**config.mk**
```make
export PLATFORM = sky130hd
export DESIGN_NAME = mrw_engine
export DESIGN_NICKNAME = d
export VERILOG_FILES = /design/src/rtl/mrw_pkg.sv /design/src/rtl/mrw_mirror.sv /design/src/rtl/mrw_table.sv /design/src/rtl/mrw_batch_seq.sv /design/src/rtl/mrw_engine.sv
export SDC_FILE = /design/constraint.sdc
export NUM_CORES = 1
export LEC_CHECK = 0
export BUFFER_PORTS_ARGS = -buffer_cell sky130_fd_sc_hd__buf_4
export CAP_MARGIN = 20
export CORE_ASPECT_RATIO = 0.75
export CORE_UTILIZATION = 33
export DETAILED_ROUTE_END_ITERATION = 8
export SLEW_MARGIN = 20
export SYNTH_ARGS = -nofsm -noshare
export SYNTH_HDL_FRONTEND = slang
export SYNTH_HIERARCHICAL = 1
export SYNTH_SLANG_ARGS = --single-unit
```
**constraint.sdc**
```tcl
create_clock -name clk -period 3.3 [get_ports clk]
set_clock_uncertainty 0.15 [all_clocks]
set_input_delay 0.66 -clock clk [delete_from_list [all_inputs] [get_ports clk]]
set_output_delay 0.66 -clock clk [all_outputs]
set_load 0.02 [all_outputs]
```
**src/rtl/mrw_pkg.sv**
```systemverilog
package mrw_pkg;
  localparam int MR_W       = 3;
  localparam int DATA_W     = 17;
  localparam int TYPE_W     = 4;
  localparam int RANK_W     = 2;
  localparam int PSTATE_N   = 4;
  localparam int ENTRY_N    = 8;
  localparam int BATCH_MR_N = 7;
  localparam int WORD_W     = 32;
  localparam int RANK_LSB   = 4;
  localparam int MR_LSB     = 12;
  localparam int TRIG_BIT   = 31;

  typedef enum logic [1:0] {S_IDLE, S_PREP, S_ISSUE, S_WAIT} mrw_state_e;

  function automatic logic mirror_hit(input logic en, input logic [RANK_W-1:0] rank);
    return en && (rank == 2'b10);
  endfunction

  function automatic logic [MR_W-1:0] mirror_mr(input logic [MR_W-1:0] mr);
    logic [MR_W-1:0] r;
    r = mr;
    r[0] = mr[1];
    r[1] = mr[0];
    return r;
  endfunction

  function automatic logic [DATA_W-1:0] mirror_data(input logic [DATA_W-1:0] d);
    logic [DATA_W-1:0] r;
    r = d;
    r[3]  = d[4];  r[4]  = d[3];
    r[5]  = d[6];  r[6]  = d[5];
    r[7]  = d[8];  r[8]  = d[7];
    r[11] = d[13]; r[13] = d[11];
    return r;
  endfunction

  function automatic logic [WORD_W-1:0] pack_cmd(input logic [TYPE_W-1:0] t,
                                                 input logic [RANK_W-1:0] rk,
                                                 input logic [MR_W-1:0] mr);
    logic [WORD_W-1:0] w;
    w = '0;
    w[TYPE_W-1:0] = t;
    w[RANK_LSB +: RANK_W] = rk;
    w[MR_LSB +: MR_W] = mr;
    return w;
  endfunction

  function automatic logic [2:0] batch_entry(input logic [2:0] step);
    return (int'(step) < BATCH_MR_N - 1) ? step : 3'(ENTRY_N - 1);
  endfunction
endpackage

```
**src/rtl/mrw_mirror.sv**
```systemverilog
module mrw_mirror
  import mrw_pkg::*;
(
  input  logic              mirror_en,
  input  logic [TYPE_W-1:0] type_i,
  input  logic [RANK_W-1:0] rank_i,
  input  logic [MR_W-1:0]   mr_i,
  input  logic [DATA_W-1:0] data_i,
  output logic [WORD_W-1:0] word_o,
  output logic [DATA_W-1:0] data_o
);
  logic            do_mirror;
  logic [MR_W-1:0] mr_sel;

  always_comb begin
    do_mirror = mirror_hit(mirror_en, rank_i);
    mr_sel    = do_mirror ? mirror_mr(mr_i) : mr_i;
    data_o    = do_mirror ? mirror_data(data_i) : data_i;
    word_o    = pack_cmd(type_i, rank_i, mr_sel);
  end

  // Exchanged bits must come back to place when applied twice
  always_comb begin
    if (do_mirror) begin
      a_data_involution_r7: assert (mirror_data(data_o) == data_i);
      a_mr_involution_r6: assert (mirror_mr(mr_sel) == mr_i);
    end
  end
endmodule

```
**src/rtl/mrw_table.sv**
```systemverilog
module mrw_table
  import mrw_pkg::*;
#(
  parameter int ROWS  = PSTATE_N,
  parameter int COLS  = ENTRY_N,
  parameter int WIDTH = DATA_W,
  localparam int RW = $clog2(ROWS),
  localparam int CW = $clog2(COLS)
)(
  input  logic             clk,
  input  logic             rst_n,
  input  logic             we,
  input  logic [RW-1:0]    wrow,
  input  logic [CW-1:0]    wcol,
  input  logic [WIDTH-1:0] wdata,
  input  logic [RW-1:0]    rrow,
  input  logic [CW-1:0]    rcol,
  output logic [WIDTH-1:0] rdata
);
  logic [WIDTH-1:0] mem [ROWS][COLS];

  for (genvar r = 0; r < ROWS; r++) begin : g_row
    for (genvar c = 0; c < COLS; c++) begin : g_col
      always_ff @(posedge clk) begin
        if (!rst_n) mem[r][c] <= '0;
        else if (we && wrow == RW'(r) && wcol == CW'(c)) mem[r][c] <= wdata;
      end
    end
  end

  assign rdata = mem[rrow][rcol];

  p_table_write_r10: assert property (@(posedge clk) disable iff (!rst_n)
    we |=> mem[$past(wrow)][$past(wcol)] == $past(wdata));
endmodule

```
**src/rtl/mrw_batch_seq.sv**
```systemverilog
module mrw_batch_seq
  import mrw_pkg::*;
#(
  parameter int MAX_RANKS = 2,
  parameter int STEPS     = BATCH_MR_N,
  localparam int KW = $clog2(MAX_RANKS + 1)
)(
  input  logic              clk,
  input  logic              rst_n,
  input  logic              start,
  input  logic              advance,
  input  logic [KW-1:0]     ranks_cfg,
  output logic [2:0]        step_o,
  output logic [2:0]        entry_o,
  output logic [RANK_W-1:0] rank_sel_o,
  output logic              last_o
);
  logic [2:0]    step_q;
  logic [KW-1:0] rank_q;
  logic [KW-1:0] ranks_q;
  logic          last_rank;

  always_ff @(posedge clk) begin
    if (!rst_n) begin
      step_q  <= '0;
      rank_q  <= KW'(1);
      ranks_q <= KW'(1);
    end else if (start) begin
      step_q  <= '0;
      rank_q  <= KW'(1);
      ranks_q <= ranks_cfg;
    end else if (advance) begin
      if (int'(step_q) == STEPS - 1) begin
        step_q <= '0;
        rank_q <= rank_q + KW'(1);
      end else begin
        step_q <= step_q + 3'd1;
      end
    end
  end

  always_comb begin
    last_rank  = (rank_q >= ranks_q) || (int'(rank_q) == MAX_RANKS);
    last_o     = last_rank && (int'(step_q) == STEPS - 1);
    step_o     = step_q;
    entry_o    = batch_entry(step_q);
    rank_sel_o = RANK_W'(1) << (rank_q - KW'(1));
  end

  p_step_range_r8: assert property (@(posedge clk) disable iff (!rst_n)
    int'(step_q) < STEPS);
  p_rank_range_r8: assert property (@(posedge clk) disable iff (!rst_n)
    rank_q != '0 && int'(rank_q) <= MAX_RANKS);
endmodule

```
**src/rtl/mrw_engine.sv**
```systemverilog
module mrw_engine
  import mrw_pkg::*;
#(
  parameter int MAX_RANKS = 2,
  localparam int PW = $clog2(PSTATE_N),
  localparam int EW = $clog2(ENTRY_N),
  localparam int KW = $clog2(MAX_RANKS + 1)
)(
  input  logic              clk,
  input  logic              rst_n,
  input  logic              mirror_en,
  input  logic              req_valid,
  input  logic [TYPE_W-1:0] req_type,
  input  logic [RANK_W-1:0] req_rank,
  input  logic [MR_W-1:0]   req_mr,
  input  logic [DATA_W-1:0] req_data,
  output logic              req_ready,
  input  logic              batch_start,
  input  logic [PW-1:0]     batch_pstate,
  input  logic [KW-1:0]     batch_ranks,
  input  logic              tbl_we,
  input  logic [PW-1:0]     tbl_pstate,
  input  logic [EW-1:0]     tbl_entry,
  input  logic [DATA_W-1:0] tbl_wdata,
  output logic              cmd_valid,
  output logic [WORD_W-1:0] cmd_word,
  output logic [DATA_W-1:0] cmd_data,
  input  logic              cmd_done,
  output logic              busy,
  output logic              batch_done
);
  mrw_state_e        state_q;
  logic              batch_q;
  logic              done_q;
  logic [PW-1:0]     pstate_q;
  logic [WORD_W-1:0] word_q;
  logic [DATA_W-1:0] data_q;

  // named internal events
  logic              take_req;
  logic              take_batch;
  logic              finish_cmd;
  logic              seq_advance;
  logic              seq_last;

  logic [2:0]        seq_step;
  logic [2:0]        seq_entry;
  logic [RANK_W-1:0] seq_rank;
  logic [DATA_W-1:0] tbl_rdata;

  logic [TYPE_W-1:0] src_type;
  logic [RANK_W-1:0] src_rank;
  logic [MR_W-1:0]   src_mr;
  logic [DATA_W-1:0] src_data;
  logic [WORD_W-1:0] mir_word;
  logic [DATA_W-1:0] mir_data;

  assign take_batch  = (state_q == S_IDLE) && batch_start;
  assign take_req    = (state_q == S_IDLE) && !batch_start && req_valid;
  assign finish_cmd  = (state_q == S_WAIT) && cmd_done;
  assign seq_advance = finish_cmd && batch_q && !seq_last;

  mrw_table #(.ROWS(PSTATE_N), .COLS(ENTRY_N), .WIDTH(DATA_W)) u_table (
    .clk   (clk),
    .rst_n (rst_n),
    .we    (tbl_we),
    .wrow  (tbl_pstate),
    .wcol  (tbl_entry),
    .wdata (tbl_wdata),
    .rrow  (pstate_q),
    .rcol  (seq_entry),
    .rdata (tbl_rdata)
  );

  mrw_batch_seq #(.MAX_RANKS(MAX_RANKS), .STEPS(BATCH_MR_N)) u_seq (
    .clk        (clk),
    .rst_n      (rst_n),
    .start      (take_batch),
    .advance    (seq_advance),
    .ranks_cfg  (batch_ranks),
    .step_o     (seq_step),
    .entry_o    (seq_entry),
    .rank_sel_o (seq_rank),
    .last_o     (seq_last)
  );

  always_comb begin
    if (state_q == S_PREP) begin
      src_type = '0;
      src_rank = seq_rank;
      src_mr   = MR_W'(seq_step);
      src_data = tbl_rdata;
    end else begin
      src_type = req_type;
      src_rank = req_rank;
      src_mr   = req_mr;
      src_data = req_data;
    end
  end

  mrw_mirror u_mirror (
    .mirror_en (mirror_en),
    .type_i    (src_type),
    .rank_i    (src_rank),
    .mr_i      (src_mr),
    .data_i    (src_data),
    .word_o    (mir_word),
    .data_o    (mir_data)
  );

  always_ff @(posedge clk) begin
    if (!rst_n) begin
      state_q  <= S_IDLE;
      batch_q  <= 1'b0;
      done_q   <= 1'b0;
      pstate_q <= '0;
      word_q   <= '0;
      data_q   <= '0;
    end else begin
      done_q <= 1'b0;
      unique case (state_q)
        S_IDLE: begin
          if (take_batch) begin
            batch_q  <= 1'b1;
            pstate_q <= batch_pstate;
            state_q  <= S_PREP;
          end else if (take_req) begin
            word_q  <= mir_word;
            data_q  <= mir_data;
            state_q <= S_ISSUE;
          end
        end
        S_PREP: begin
          word_q  <= mir_word;
          data_q  <= mir_data;
          state_q <= S_ISSUE;
        end
        S_ISSUE: state_q <= S_WAIT;
        S_WAIT: begin
          if (finish_cmd) begin
            if (batch_q && !seq_last) begin
              state_q <= S_PREP;
            end else begin
              done_q  <= batch_q;
              batch_q <= 1'b0;
              state_q <= S_IDLE;
            end
          end
        end
        default: state_q <= S_IDLE;
      endcase
    end
  end

  always_comb begin
    cmd_valid  = (state_q == S_ISSUE);
    cmd_word   = word_q;
    cmd_word[TRIG_BIT] = cmd_valid;
    cmd_data   = data_q;
    busy       = (state_q != S_IDLE);
    req_ready  = (state_q == S_IDLE);
    batch_done = done_q;
  end

  p_trig_pulse_r3: assert property (@(posedge clk) disable iff (!rst_n)
    cmd_valid |=> !cmd_valid);
  p_busy_at_launch_r4: assert property (@(posedge clk) disable iff (!rst_n)
    cmd_valid |-> busy);
  p_hold_busy_r4: assert property (@(posedge clk) disable iff (!rst_n)
    (state_q == S_WAIT && !cmd_done) |=> busy);
  p_launch_source_r2: assert property (@(posedge clk) disable iff (!rst_n)
    $rose(cmd_valid) |-> ($past(state_q) == S_IDLE || $past(state_q) == S_PREP));
  p_done_idle_r9: assert property (@(posedge clk) disable iff (!rst_n)
    batch_done |-> (!busy && $past(finish_cmd)));
endmodule

```
==> flow_metrics.tcl <==
set metrics [dict create \
    placed_cells 3387 \
    p_comb_share_pct 18.3 \
    status "completed" \
    vias_per_cell 5.18 \
    stdcell_area_um2 32700 \
    ctsRootBufferMaster "clkbuf_16" \
    relSlewSlack_pct 31.1 \
    seqPwrFrac_pct 46.8 \
    die-area_um2 88400 \
    rsz0062_at_grt "false" \
    crit_start "pstate_q[1]$_SDFFE_PN0P_" \
    core-area_um2 86100 \
    hold_ws_ps 109 \
    vdd_drop_max_mv 0.375 \
    hold_viol 0 \
    reg2reg_from "pstate_q[1]$_SDFFE_PN0P_" \
    finalCritPeriodShare_pct 93.8 \
    critical_path_arrival_ps 3440 \
    crit_end "cmd_data[5]$_SDFFE_PN0P_" \
    grt_max_degree 72 \
    cts.path.max_buffers 3 \
    cts_max_level 2 \
    clock_latency_ps 640 \
    yosys_warnings 6 \
    p_sw_share_pct 27.6 \
    hold_class "in2reg" \
    dp_hpwl_um 54400 \
    setup.worst_path.end_class "flip-flop" \
    min_period_ps 3090 \
    fin_tns_setup_ps 0 \
    cts.sinks 605 \
    antenna_found_initial 4 \
    synth_area_per_cell_um2 12.8 \
    grt_pass1_vias 17915 \
    netSwitchingPower_mw 5.35 \
    holdPathStages 3 \
    place_area_um2 30800 \
    setup_violations 0 \
    cts_buffers 59 \
    ant_nets 0 \
    cts_hold_buf 0 \
    grt_usage_pct 18.7 \
    overflow 0 \
    cts_tree "yes" \
    maxSlewViolCount 0 \
    drcViolationCount 0 \
    syn_inst 2255 \
    rrSetupSlack_ps 210 \
    cpMaxStageDelayCell "dfxtp_4" \
    num_vias 18141 \
    p_leak_nw 11.3 \
    worstMarginPinSlew_ps 1030 \
    io_buffers 111 \
    worst_ep_required_time_ps 3650 \
    ioPinCount 112 \
    routed_wl_um 83200 \
    p_int_mw 14.1 \
    rr_endpoint "cmd_data[5]$_SDFFE_PN0P_" \
    fmax_mhz 323 \
    drv_cap 0 \
    cp-start-kind "flip-flop" \
    syn_to_final_growth_pct 13.7 \
    cts_resized 0 \
    gp_congestion 0.887 \
    initial_core_util_pct 33.4 \
    netlist_area_um2 28800 \
    drtIter0Drc 1690 \
    critPathKind "reg2reg" \
    path_max_fanout 16 \
    path_clk_slew_ps 70 \
    nNetsFinal 2378 \
    die_h_um 258 \
    p_per_area_nw_per_um2 593 \
    routedWlPerCell_um 23.8 \
    rows 93 \
    rr_worst_depth 10 \
    clkPwrFrac_pct 34.9 \
    grt_pass1_wl_um 121000 \
    path_cells "buf_12 > buf_12 > mux2i_1 > a21oi_1 > a31oi_1 > nand3_1 > mux2_2 > mux2_4 > o21ai_0 > a21oi_1" \
    die_w_um 343 \
    final_cells 3501 \
    first_pass_iters 5 \
    post_route_cells_drive_above_1_share_pct 15.2 \
    slowest_delay_ps 610 \
]
## flip-flops by register name, indices dropped and copies added, names as in the netlist
signal         cells
state_q            2
u_seq/step_o       3
u_seq/rank_q       2
u_table/mem      544
cmd_data          17
batch_done         1
pstate_q           2
word_q            31
batch_q            1
u_seq/ranks_q      2
## through the flow
step	util, %	setup WS (ps)	total power, mW
final	38.0	206	19.4
after global routing	38.0	27.3	20.1
after CTS	38.0	209	19.5
after detailed placement	35.8	225	12.7
after global placement	35.8	139	12.7
after floorplan	-	236	11.5
## critical path: cells and delay by family (launching register included)
kind	cells	cell delay, ps
AO/OA/AOI/OAI	4	650
multiplexers	3	990
buffers and inverters	2	390
AND/OR/NAND/NOR	1	130
flip-flops	1	610
## layer usage
layer,track usage (%),wire length [um],up-vias
li1,-,-,8171
met1,27.4,37400,9101
met2,25.6,34200,745
met3,6.37,9420,120
met4,5.23,1980,4
met5,0.855,121,-
## layout make-up
cell class                 count  area (um^2)
inverter                       8         30.0
sequential                   605        17600
clock buffer                  79         1630
tap                         1140         1430
multi-input combinational   1432        10100
clock inverter                28          267
antenna                        6         15.0
fill                        8187        53400
timing repair buffer         203         1690
## cell usage in the layout, fill, tap and decap left out, types with 3 or more instances in the layout
cell / instances
o21ai_1: 46
clkbuf_8: 4
nand3b_1: 7
inv_1: 7
diode_2: 6
nor2_2: 3
a22o_1: 34
a31oi_1: 17
a22oi_1: 68
nand3_1: 87
mux2_2: 22
dfxtp_1: 60
nor2_1: 16
clkinv_1: 12
buf_12: 13
clkinv_2: 5
mux2i_1: 274
clkinvlp_4: 5
nand2_1: 46
nand2b_1: 10
ha_1: 10
a21oi_1: 90
o21ai_0: 34
clkbuf_1: 14
clkbuf_16: 61
nor3_1: 19
nor2_4: 21
nor2b_1: 6
conb_1: 22
buf_4: 190
mux2_4: 10
bufinv_16: 5
edfxtp_1: 544
and2_1: 544
nand4_1: 17
## power by group through the flow
stage          Combinational, mW  Sequential, mW  Clock (mW)
2_1_floorplan               2.21            9.31           0
3_3_place_gp                3.48            9.22           0
3_5_place_dp                3.50            9.24           0
4_1_cts                     3.51            9.08        6.90
5_1_grt                     3.77            9.13        7.18
6_report                    3.55            9.08        6.78
## what timing repair did
| action | in CTS | in global routing |
|---|---|---|
| setup buffers | 0 | 0 |
| hold endpoints to repair | 0 | 0 |
| setup endpoints to repair | 0 | 1 |
## worst min path at each step
stage	slack [ps]	endpoint	start
global route	100	u_seq/ranks_q[0]$_SDFFE_PN1P_	batch_ranks[0]
global placement	300	word_q[24]$_SDFFE_PN0P_	word_q[24]$_SDFFE_PN0P_
CTS	70	u_seq/ranks_q[0]$_SDFFE_PN1P_	batch_ranks[0]
detailed placement	310	word_q[0]$_SDFFE_PN0P_	word_q[0]$_SDFFE_PN0P_
finish	110	u_seq/ranks_q[0]$_SDFFE_PN1P_	batch_ranks[0]
floorplan	290	pstate_q[1]$_SDFFE_PN0P_	pstate_q[1]$_SDFFE_PN0P_
(Power assumes the default switching activity.)
